[src/rtl/aux_retry_pkg.sv]
package aux_retry_pkg;
  localparam int unsigned CNT_W   = 4;
  localparam int unsigned DTIME_W = 20;

  localparam logic [2:0] RES_OK      = 3'd0;
  localparam logic [2:0] RES_INVALID = 3'd1;
  localparam logic [2:0] RES_TIMEOUT = 3'd2;

  localparam logic [3:0] RPL_ACK       = 4'h0;
  localparam logic [3:0] RPL_NACK      = 4'h1;
  localparam logic [3:0] RPL_DEFER     = 4'h2;
  localparam logic [3:0] RPL_I2C_NACK  = 4'h4;
  localparam logic [3:0] RPL_I2C_DEFER = 4'h8;

  typedef enum logic [1:0] {ACT_PASS, ACT_FAIL, ACT_RETRY} act_e;

  typedef enum logic [2:0] {ST_IDLE, ST_ISSUE, ST_WAIT, ST_EVAL, ST_DELAY} st_e;

  typedef struct packed {
    logic [CNT_W-1:0]   ack_short;
    logic [CNT_W-1:0]   ack_more;
    logic [CNT_W-1:0]   dfr;
    logic [CNT_W-1:0]   i2c_dfr;
    logic [CNT_W-1:0]   tmo;
    logic [CNT_W-1:0]   inv;
    logic               dfr_seen;
    logic [DTIME_W-1:0] dtime;
  } tally_t;
endpackage

[src/rtl/aux_retry_timer.sv]
module aux_retry_timer #(
  parameter int unsigned WAIT_W = 17
) (
  input  logic              clk,
  input  logic              rst,
  input  logic              load_i,
  input  logic [WAIT_W-1:0] val_i,
  input  logic              tick_i,
  output logic              busy_o
);
  logic [WAIT_W-1:0] cnt_q;

  always_ff @(posedge clk) begin
    if (rst)                        cnt_q <= '0;
    else if (load_i)                cnt_q <= val_i;
    else if (tick_i && cnt_q != '0) cnt_q <= cnt_q - 1'b1;
  end

  assign busy_o = (cnt_q != '0);
endmodule

[src/rtl/aux_retry_decide.sv]
module aux_retry_decide
  import aux_retry_pkg::*;
#(
  parameter int unsigned LEN_W      = 8,
  parameter int unsigned DLY_W      = 16,
  parameter int unsigned WAIT_W     = 17,
  parameter int unsigned ACK_LIMIT  = 7,
  parameter int unsigned DFR_LIMIT  = 7,
  parameter int unsigned I2C_LIMIT  = 7,
  parameter int unsigned TMO_LIMIT  = 3,
  parameter int unsigned INV_LIMIT  = 2,
  parameter int unsigned ACK_WAIT   = 300,
  parameter int unsigned INV_WAIT   = 400,
  parameter int unsigned POLL_US    = 1000,
  parameter int unsigned DFR_BUDGET = 50000
) (
  input  logic [2:0]        res_i,
  input  logic [3:0]        reply_i,
  input  logic [LEN_W-1:0]  bytes_i,
  input  logic              req_write_i,
  input  logic [LEN_W-1:0]  req_len_i,
  input  logic [DLY_W-1:0]  defer_dly_i,
  input  tally_t            tally_i,
  output act_e              act_o,
  output logic [WAIT_W-1:0] wait_o,
  output tally_t            tally_o,
  output logic              to_status_o
);
  always_comb begin
    act_o       = ACT_FAIL;
    wait_o      = '0;
    tally_o     = tally_i;
    to_status_o = 1'b0;
    case (res_i)
      RES_OK: begin
        // a good transfer refunds the timeout and invalid budgets
        tally_o.tmo = '0;
        tally_o.inv = '0;
        case (reply_i)
          RPL_ACK: begin
            if (!req_write_i && bytes_i != req_len_i) begin
              tally_o.ack_short = tally_i.ack_short + 1'b1;
              if (tally_o.ack_short >= CNT_W'(ACK_LIMIT)) act_o = ACT_FAIL;
              else begin
                act_o  = ACT_RETRY;
                wait_o = WAIT_W'(ACK_WAIT);
              end
            end else if (req_write_i && bytes_i != '0) begin
              tally_o.ack_more = tally_i.ack_more + 1'b1;
              if (tally_o.ack_more >= CNT_W'(ACK_LIMIT)) act_o = ACT_FAIL;
              else begin
                act_o       = ACT_RETRY;
                wait_o      = WAIT_W'(ACK_WAIT);
                to_status_o = 1'b1;
              end
            end else begin
              act_o = ACT_PASS;
            end
          end
          RPL_DEFER, RPL_I2C_NACK: begin
            if (reply_i == RPL_DEFER) begin
              tally_o.dfr      = tally_i.dfr + 1'b1;
              tally_o.dtime    = tally_i.dtime + DTIME_W'(POLL_US);
              tally_o.dfr_seen = 1'b1;
            end
            if (tally_o.dfr >= CNT_W'(DFR_LIMIT) &&
                tally_o.dtime >= DTIME_W'(DFR_BUDGET)) begin
              act_o = ACT_FAIL;
            end else begin
              act_o = ACT_RETRY;
              if (reply_i == RPL_DEFER) begin
                wait_o        = WAIT_W'(defer_dly_i);
                tally_o.dtime = tally_o.dtime + DTIME_W'(defer_dly_i);
              end
            end
          end
          RPL_I2C_DEFER: begin
            tally_o.dfr     = '0;
            tally_o.i2c_dfr = tally_i.i2c_dfr + 1'b1;
            act_o = (tally_o.i2c_dfr >= CNT_W'(I2C_LIMIT)) ? ACT_FAIL : ACT_RETRY;
          end
          default: act_o = ACT_FAIL;
        endcase
      end
      RES_INVALID: begin
        tally_o.inv = tally_i.inv + 1'b1;
        if (tally_o.inv >= CNT_W'(INV_LIMIT)) act_o = ACT_FAIL;
        else begin
          act_o  = ACT_RETRY;
          wait_o = WAIT_W'(INV_WAIT);
        end
      end
      RES_TIMEOUT: begin
        if (tally_i.dfr_seen) begin
          tally_o.dfr = tally_i.dfr + 1'b1;
          if (tally_o.dfr >= CNT_W'(DFR_LIMIT)) act_o = ACT_FAIL;
          else begin
            act_o  = ACT_RETRY;
            wait_o = WAIT_W'(defer_dly_i);
          end
        end else begin
          tally_o.tmo = tally_i.tmo + 1'b1;
          act_o = (tally_o.tmo >= CNT_W'(TMO_LIMIT)) ? ACT_FAIL : ACT_RETRY;
        end
      end
      default: act_o = ACT_FAIL;
    endcase
  end
endmodule

[src/rtl/aux_retry_ctrl.sv]
module aux_retry_ctrl
  import aux_retry_pkg::*;
#(
  parameter int unsigned LEN_W      = 8,
  parameter int unsigned DLY_W      = 16,
  parameter int unsigned WAIT_W     = 17,
  parameter int unsigned ATT_LIMIT  = 7,
  parameter int unsigned ACK_LIMIT  = 7,
  parameter int unsigned DFR_LIMIT  = 7,
  parameter int unsigned I2C_LIMIT  = 7,
  parameter int unsigned TMO_LIMIT  = 3,
  parameter int unsigned INV_LIMIT  = 2,
  parameter int unsigned ACK_WAIT   = 300,
  parameter int unsigned INV_WAIT   = 400,
  parameter int unsigned POLL_US    = 1000,
  parameter int unsigned DFR_BUDGET = 50000
) (
  input  logic             clk,
  input  logic             rst,
  input  logic             us_tick_i,
  input  logic             start_i,
  input  logic             write_i,
  input  logic [LEN_W-1:0] len_i,
  input  logic [DLY_W-1:0] defer_dly_i,
  output logic             txn_req_o,
  output logic             txn_write_o,
  output logic             txn_stat_o,
  output logic [LEN_W-1:0] txn_len_o,
  input  logic             txn_done_i,
  input  logic [2:0]       txn_res_i,
  input  logic [3:0]       txn_reply_i,
  input  logic [LEN_W-1:0] txn_bytes_i,
  output logic             done_o,
  output logic             pass_o
);
  localparam int unsigned ATT_W = $clog2(ATT_LIMIT + 1);

  st_e              state_q;
  tally_t           tally_q, tally_nxt;
  logic [ATT_W-1:0] att_q;
  logic [DLY_W-1:0] dly_q;
  logic [2:0]       res_q;
  logic [3:0]       reply_q;
  logic [LEN_W-1:0] bytes_q;
  act_e             act;
  logic [WAIT_W-1:0] wait_val;
  logic             to_status, tmr_busy, tmr_load;

  aux_retry_decide #(
    .LEN_W(LEN_W), .DLY_W(DLY_W), .WAIT_W(WAIT_W),
    .ACK_LIMIT(ACK_LIMIT), .DFR_LIMIT(DFR_LIMIT), .I2C_LIMIT(I2C_LIMIT),
    .TMO_LIMIT(TMO_LIMIT), .INV_LIMIT(INV_LIMIT), .ACK_WAIT(ACK_WAIT),
    .INV_WAIT(INV_WAIT), .POLL_US(POLL_US), .DFR_BUDGET(DFR_BUDGET)
  ) u_decide (
    .res_i(res_q), .reply_i(reply_q), .bytes_i(bytes_q),
    .req_write_i(txn_write_o), .req_len_i(txn_len_o),
    .defer_dly_i(dly_q), .tally_i(tally_q),
    .act_o(act), .wait_o(wait_val), .tally_o(tally_nxt),
    .to_status_o(to_status)
  );

  assign tmr_load = (state_q == ST_EVAL) && (act == ACT_RETRY);

  aux_retry_timer #(.WAIT_W(WAIT_W)) u_timer (
    .clk(clk), .rst(rst), .load_i(tmr_load), .val_i(wait_val),
    .tick_i(us_tick_i), .busy_o(tmr_busy)
  );

  always_ff @(posedge clk) begin
    if (rst) begin
      state_q     <= ST_IDLE;
      tally_q     <= '0;
      att_q       <= '0;
      dly_q       <= '0;
      res_q       <= '0;
      reply_q     <= '0;
      bytes_q     <= '0;
      txn_req_o   <= 1'b0;
      txn_write_o <= 1'b0;
      txn_stat_o  <= 1'b0;
      txn_len_o   <= '0;
      done_o      <= 1'b0;
      pass_o      <= 1'b0;
    end else begin
      txn_req_o <= 1'b0;
      done_o    <= 1'b0;
      case (state_q)
        ST_IDLE: if (start_i) begin
          txn_write_o <= write_i;
          txn_stat_o  <= 1'b0;
          txn_len_o   <= len_i;
          dly_q       <= defer_dly_i;
          tally_q     <= '0;
          att_q       <= '0;
          state_q     <= ST_ISSUE;
        end
        ST_ISSUE: begin
          txn_req_o <= 1'b1;
          att_q     <= att_q + 1'b1;
          state_q   <= ST_WAIT;
        end
        ST_WAIT: if (txn_done_i) begin
          res_q   <= txn_res_i;
          reply_q <= txn_reply_i;
          bytes_q <= txn_bytes_i;
          state_q <= ST_EVAL;
        end
        ST_EVAL: begin
          tally_q <= tally_nxt;
          case (act)
            ACT_PASS: begin
              done_o  <= 1'b1;
              pass_o  <= 1'b1;
              state_q <= ST_IDLE;
            end
            ACT_FAIL: begin
              done_o  <= 1'b1;
              pass_o  <= 1'b0;
              state_q <= ST_IDLE;
            end
            default: begin
              if (to_status) begin
                txn_write_o <= 1'b0;
                txn_stat_o  <= 1'b1;
                txn_len_o   <= '0;
              end
              state_q <= ST_DELAY;
            end
          endcase
        end
        ST_DELAY: if (!tmr_busy) begin
          if (att_q >= ATT_W'(ATT_LIMIT)) begin
            done_o  <= 1'b1;
            pass_o  <= 1'b0;
            state_q <= ST_IDLE;
          end else begin
            state_q <= ST_ISSUE;
          end
        end
        default: state_q <= ST_IDLE;
      endcase
    end
  end
endmodule

[config.mk]
export PLATFORM = sky130hd
export DESIGN_NAME = aux_retry_ctrl
export DESIGN_NICKNAME = d
export VERILOG_FILES = /design/src/rtl/aux_retry_pkg.sv /design/src/rtl/aux_retry_timer.sv /design/src/rtl/aux_retry_decide.sv /design/src/rtl/aux_retry_ctrl.sv
export SDC_FILE = /design/constraint.sdc
export NUM_CORES = 1
export LEC_CHECK = 0
export BUFFER_PORTS_ARGS = -buffer_cell sky130_fd_sc_hd__buf_2
export CORE_MARGIN = 2
export CORE_UTILIZATION = 59
export DETAILED_ROUTE_END_ITERATION = 16
export PLACE_DENSITY = 0.79
export SLEW_MARGIN = 20
export SYNTH_ARGS = -nofsm -noshare
export SYNTH_HDL_FRONTEND = slang
export SYNTH_SLANG_ARGS = --single-unit
[constraint.sdc]
create_clock -name clk -period 4.4 [get_ports clk]
set_clock_uncertainty 0.05 [all_clocks]
set_input_delay 0.44 -clock clk [delete_from_list [all_inputs] [get_ports clk]]
set_output_delay 0.44 -clock clk [all_outputs]
set_load 0.01 [all_outputs]
# Word-level counts from Yosys, hierarchy flattened
# Cells that the tools add are included.
[word_totals]
elab_cells = 188
reg_bits = 112
inputBits = 45
[op_classes]
muxes = 84
eq_ne = 32
reduce_logical = 32
order_cmp = 9
addsub = 10
[op_table]
columns = ["operator", "n"]
rows = [
  ["two-way mux 21 bit", 5],
  ["two-way mux 17 bit", 6],
  ["one-hot mux 45 bit (2 select lines)", 1],
  ["one-hot mux 17 bit (3 select lines)", 1],
  ["two-way mux 45 bit", 1],
  ["two-way mux 20 bit", 2],
  ["two-way mux 4 bit", 10],
  ["two-way mux 8 bit", 5],
  ["one-hot mux 17 bit (2 select lines)", 1],
  ["two-way mux 16 bit", 2],
  ["one-hot mux 4 bit (2 select lines)", 4],
  ["two-way mux 9 bit", 3],
  ["adder 4 x 1 -> 4 bit (second input constant)", 6],
  ["adder 20 x 10 -> 20 bit (second input constant)", 1],
  ["adder 20 x 16 -> 20 bit", 1],
  ["greater-or-equal comparator 20 x 16 -> 1 bit (second input constant)", 1],
  ["greater-or-equal comparator 4 x 3 -> 1 bit (second input constant)", 5],
  ["two-way mux 2 bit", 10],
  ["AND reduction 4 bit", 5],
  ["two-way mux 1 bit", 18],
  ["nonzero test 17 bit", 1],
  ["subtractor 17 x 1 -> 17 bit (second input constant)", 1],
  ["one-hot mux 8 bit (2 select lines)", 1],
  ["two-way mux 3 bit", 5],
  ["33 further kinds", 71],
]

# Depth between registers and ports, before layout
[depth]
depth_word = 13
mapped_depth = 15
depth_no_buf = 14

# Hierarchy
# A second synthesis with hierarchy kept.
[unflattened]
hier_cells = 954
hier_area_um2 = 7681.1
[by_module_without_submodules]
columns = ["mod", "area_each_um2", "cells_per_inst", "instances"]
rows = [
  ["aux_retry_ctrl", 3392.0, 335, 1],
  ["aux_retry_decide", 3184.3, 490, 1],
  ["aux_retry_timer", 1104.8, 129, 1],
]

# Worst setup path after synthesis
# Ideal clock, no wire load.
[synth_timing]
kind = "register to register"
from = "register reply_q[3]"
to = "register tally_q[15] (netlist name)"
stages_incl_launch_ff = 16
synth_period_minus_slack_ns = 3.492
n_path_buf = 3
t_required_ns = 4.225
arrival_ns = 3.317
slack_ns = 0.908
cell_sequence = "dfxtp_1 buf_4 or4b_4 buf_4 clkbuf_1 nand2_1 nand2_1 ha_1 nand3_1 o2111ai_1 a2111oi_0 o211ai_1 a41oi_1 xnor2_1 mux2i_1 o22ai_1"
[synth_via]
elab_chain_cells = 10
[synth_lines]
columns = ["item", "line_no", "rtl"]
rows = [
  ["from (decl)", "aux_retry_ctrl.sv:43", "logic [3:0] reply_q;"],
  ["from (signal assigned)", "aux_retry_ctrl.sv:104", "reply_q <= txn_reply_i;"],
  ["equality test 4 x 2 -> 1 bit", "aux_retry_decide.sv:39, aux_retry_decide.sv:61, aux_retry_decide.sv:71", ""],
  ["two-way mux 21 bit / two-way mux 4 bit (equally long branches)", "aux_retry_decide.sv:61", "if (reply_i == RPL_DEFER) begin"],
  ["two-way mux 21 bit / two-way mux 4 bit (equally long branches)", "aux_retry_decide.sv:39", "case (reply_i)"],
  ["two-way mux 21 bit / two-way mux 4 bit (equally long branches)", "aux_retry_decide.sv:34", "case (res_i)"],
  ["adder 20 x 16 -> 20 bit (tied with other cells)", "aux_retry_decide.sv:73", "tally_o.dtime = tally_o.dtime + DTIME_W'(defer_dly_i);"],
  ["two-way mux 20 bit / logical AND 1 bit (equally long branches)", "aux_retry_decide.sv:71, aux_retry_decide.sv:66", ""],
  ["two-way mux 20 bit", "aux_retry_decide.sv:66", "if (tally_o.dfr >= CNT_W'(DFR_LIMIT) &&"],
  ["two-way mux 21 bit", "aux_retry_decide.sv:39", ""],
  ["two-way mux 21 bit", "aux_retry_decide.sv:34", ""],
  ["one-hot mux 45 bit (2 select lines)", "aux_retry_ctrl.sv:87", "case (state_q)"],
  ["to (signal assigned)", "aux_retry_ctrl.sv:109", "tally_q <= tally_nxt;"],
  ["to (decl)", "aux_retry_ctrl.sv:39", "tally_t tally_q, tally_nxt;"],
]
# Parallel ways exist; a longest one is shown, timed or not. The select of a mux whose other input is x is not followed.
# A chain may end at the register's enable or synchronous reset.

# Final worst setup path
[layout_timing]
from = "register reply_q[1]"
to = "register tally_q[17] (netlist name)"
# Same word-level chain as after synthesis.

==> results.ini <==
[synthesis]
yosys.cell_types.count = 76
yosys_warnings = 0
synth_top_area_share = 0.319
synth_area_um2 = 7030
synth_ff_type = dfxtp_1
synthArstFlopShare = 0
yosysTopAreaCell = dfxtp_1
synth_area_leaders = dfxtp_1, nand2_1, a21oi_1
yosysSeqAreaShare = 0.319
synth-edff-count = 0
synth_nets = 976
synth_cells = 898
syn_area_per_cell_um2 = 7.83
yosys_register_bits = 112

[run_status]
violations = design-rule violations
status = finished, violations left

[power_and_ir_drop]
p_sw_mw = 1.00
pwr-share-seq = 0.426
pwr-share-comb = 0.277
p_leak_nw = 3.09
power_frac_clock = 0.297
power.density_nw_per_um2 = 368
swShare = 0.353
internal_power_mw = 1.84
ir_worst_vdd_mv = 0.378

[final_layout]
diodes = 0
finalNetCount = 1013
fillCellCount = 999
multi_input_area_um2 = 4500
final_cell_mix = nand2_1, dfxtp_1, a21oi_1
area_delta_synth_final_pct = 9.72
final_common_cell = nand2_1
fin_area_um2 = 7710
ff_latch_area_um2 = 2240
stdcell_count = 1083
drive_above_1_share = 0.131

[grt]
grt_max_degree = 56
grt_pass1_wl_mm = 28.2
antenna_found_initial = 0
gr-total-overflow = 0
grt_usage = 0.270
grt_pass1_vias = 6082

[floorplan]
die_x_um = 113
row_count = 39
initial_core_util = 0.610
core_area_um2 = 11500
ios = 58
die-area_um2 = 12800
die_h_um = 113

[min_path]
min_path_type = input port to flip-flop

[detailed_routing]
routed_wl_mm = 16.7
dr.pass1.iters = 11
avgViaCountPerCell = 5.99
post-route-drc-count = 2
vias = 6490
wire_per_inst_um = 15.5
initialDrtViolationCount = 339
ant_nets = 0

[clock_network]
post-cts-setup-buffers = 0
cts_resized = 0
clk-insertion-delay-late_ns = 0.37
clockBufferDepth = 2
cts_htree_levels = 3
root_buffer = clkbuf_16
numCtsBuffers = 9
cts_tree = yes
holdBufCountCts = 0
cts_sinks = 112
clk_pin_slew_ns = 0.08

[setup_path]
required_ns = 4.65
path_max_fanout = 22
endpoint_kind = flip-flop
crit_path_start_kind = flip-flop
worstSetupPathType = flip-flop to flip-flop
arrival_ns = 4.22

[sta]
report.final.slew_viol_count = 0
final-setup-viol-count = 0
fin_crit_ns = 3.98
clock.fmax_mhz = 251
grt_setup_unrepaired = false
timing.final.crit_share = 0.904
slew_headroom = 0.288
finalHoldViolCount = 0
worst_slew_pin_slew_ns = 1.06
tns_ns = 0
whs_ns = 0.246

[placed_design]
portBuffers = 57
hpwl_mm = 12.0
postPlaceCellArea_um2 = 7400
gp_congestion = 0.904
dp.cells = 1067

[flow_run]
max-cap-violations = 0

## stage by stage
stage / power [mW] / setup slack (ns) / util
after floorplan: 1.82 / 0.908 / -
after global placement: 1.99 / 0.639 / 0.643
after detailed placement: 2.01 / 0.477 / 0.643
after CTS: 2.85 / 0.422 / 0.670
after global routing: 3.02 / 0.0507 / 0.670
final: 2.84 / 0.421 / 0.670
## power by group through the flow
stage          Clock (mW)  Combinational, mW  Sequential, mW
2_1_floorplan           0              0.621            1.20
3_3_place_gp            0              0.763            1.23
3_5_place_dp            0              0.778            1.23
4_1_cts             0.859              0.787            1.21
5_1_grt             0.901              0.889            1.23
6_report            0.842              0.788            1.21
## worst max-delay path, cell delays in order (launching register included)
cell	delay [ns]
dfxtp_1	0.51
or4b_4	0.68
a21oi_1	0.53
xor2_1	0.25
ha_1	0.32
and2_1	0.19
o21ai_0	0.28
o31ai_1	0.16
o41ai_1	0.44
a21boi_0	0.20
xnor2_1	0.15
o21ai_0	0.14
## sequential cells by signal (all words and copies together), names as in the netlist
register	flops
txn_stat_o	1
done_o	1
att_q	3
txn_write_o	1
txn_len_o	8
txn_req_o	1
tally_q	45
u_timer.cnt_q	17
pass_o	1
reply_q	4
res_q	3
state_q	3
dly_q	16
bytes_q	8
## final timing paths
check,startpoint,to,slack [ns],cells after the start
setup / recovery,reply_q[1]$_SDFFE_PP0P_,tally_q[17]$_SDFFE_PP0P_,0.42,11
setup reg to reg,reply_q[1]$_SDFFE_PP0P_,tally_q[17]$_SDFFE_PP0P_,0.42,11
hold reg to reg,txn_stat_o$_SDFFE_PP0P_,txn_stat_o$_SDFFE_PP0P_,0.40,2
hold / removal,txn_bytes_i[5],bytes_q[5]$_SDFFE_PP0P_,0.25,3
## cells in the mapped netlist, drive strengths merged (3+ instances only)
cell type	number
a22oi	6
mux2	4
o41ai	3
o2bb2ai	3
ha	32
and3b	3
a211oi	22
nand2	128
mux2i	11
clkbuf	36
nor3	35
xor2	30
nor2b	6
o22ai	3
a21oi	95
nor3b	5
a31oi	10
dfxtp	112
and2	5
buf	10
nand3	36
or3	7
a21o	5
nand4	9
nor4b	3
nand2b	13
a2111oi	3
o211ai	12
nor2	89
nand3b	6
a21boi	3
o21ai	38
or4	8
xnor2	34
o31ai	3
a32o	4
o21a	4
nor4	9
nand4b	3
inv	21
## routing by layer
layer / GRT usage / up-vias / part of all wire
met5: 0 / - / 0
met4: 0.103 / 0 / 0.029
met3: 0.0632 / 31 / 0.053
met2: 0.460 / 170 / 0.48
met1: 0.333 / 2984 / 0.44
li1: - / 3305 / -
## cell type report
| type | instances | area share |
|---|---|---|
| flip-flops and latches | 112 | 0.291 |
| well taps | 143 | 0.0232 |
| clock buffers | 9 | 0.0292 |
| multi-input cells | 719 | 0.584 |
| repair buffers | 72 | 0.0519 |
| inverters | 21 | 0.0102 |
| clock inverters | 7 | 0.0109 |
## logic make-up after synthesis
group,after synthesis,synth area share
and+or+nand+nor,372,0.255
muxes,15,0.0221
AOI/OAI and AO/OA,234,0.222
adders and majority gates,34,0.0612
DFF,112,0.319
buffers and inverters,67,0.0411
xor gates and xnor gates,64,0.0797
Note: power is estimated with default switching activity, not from simulation.
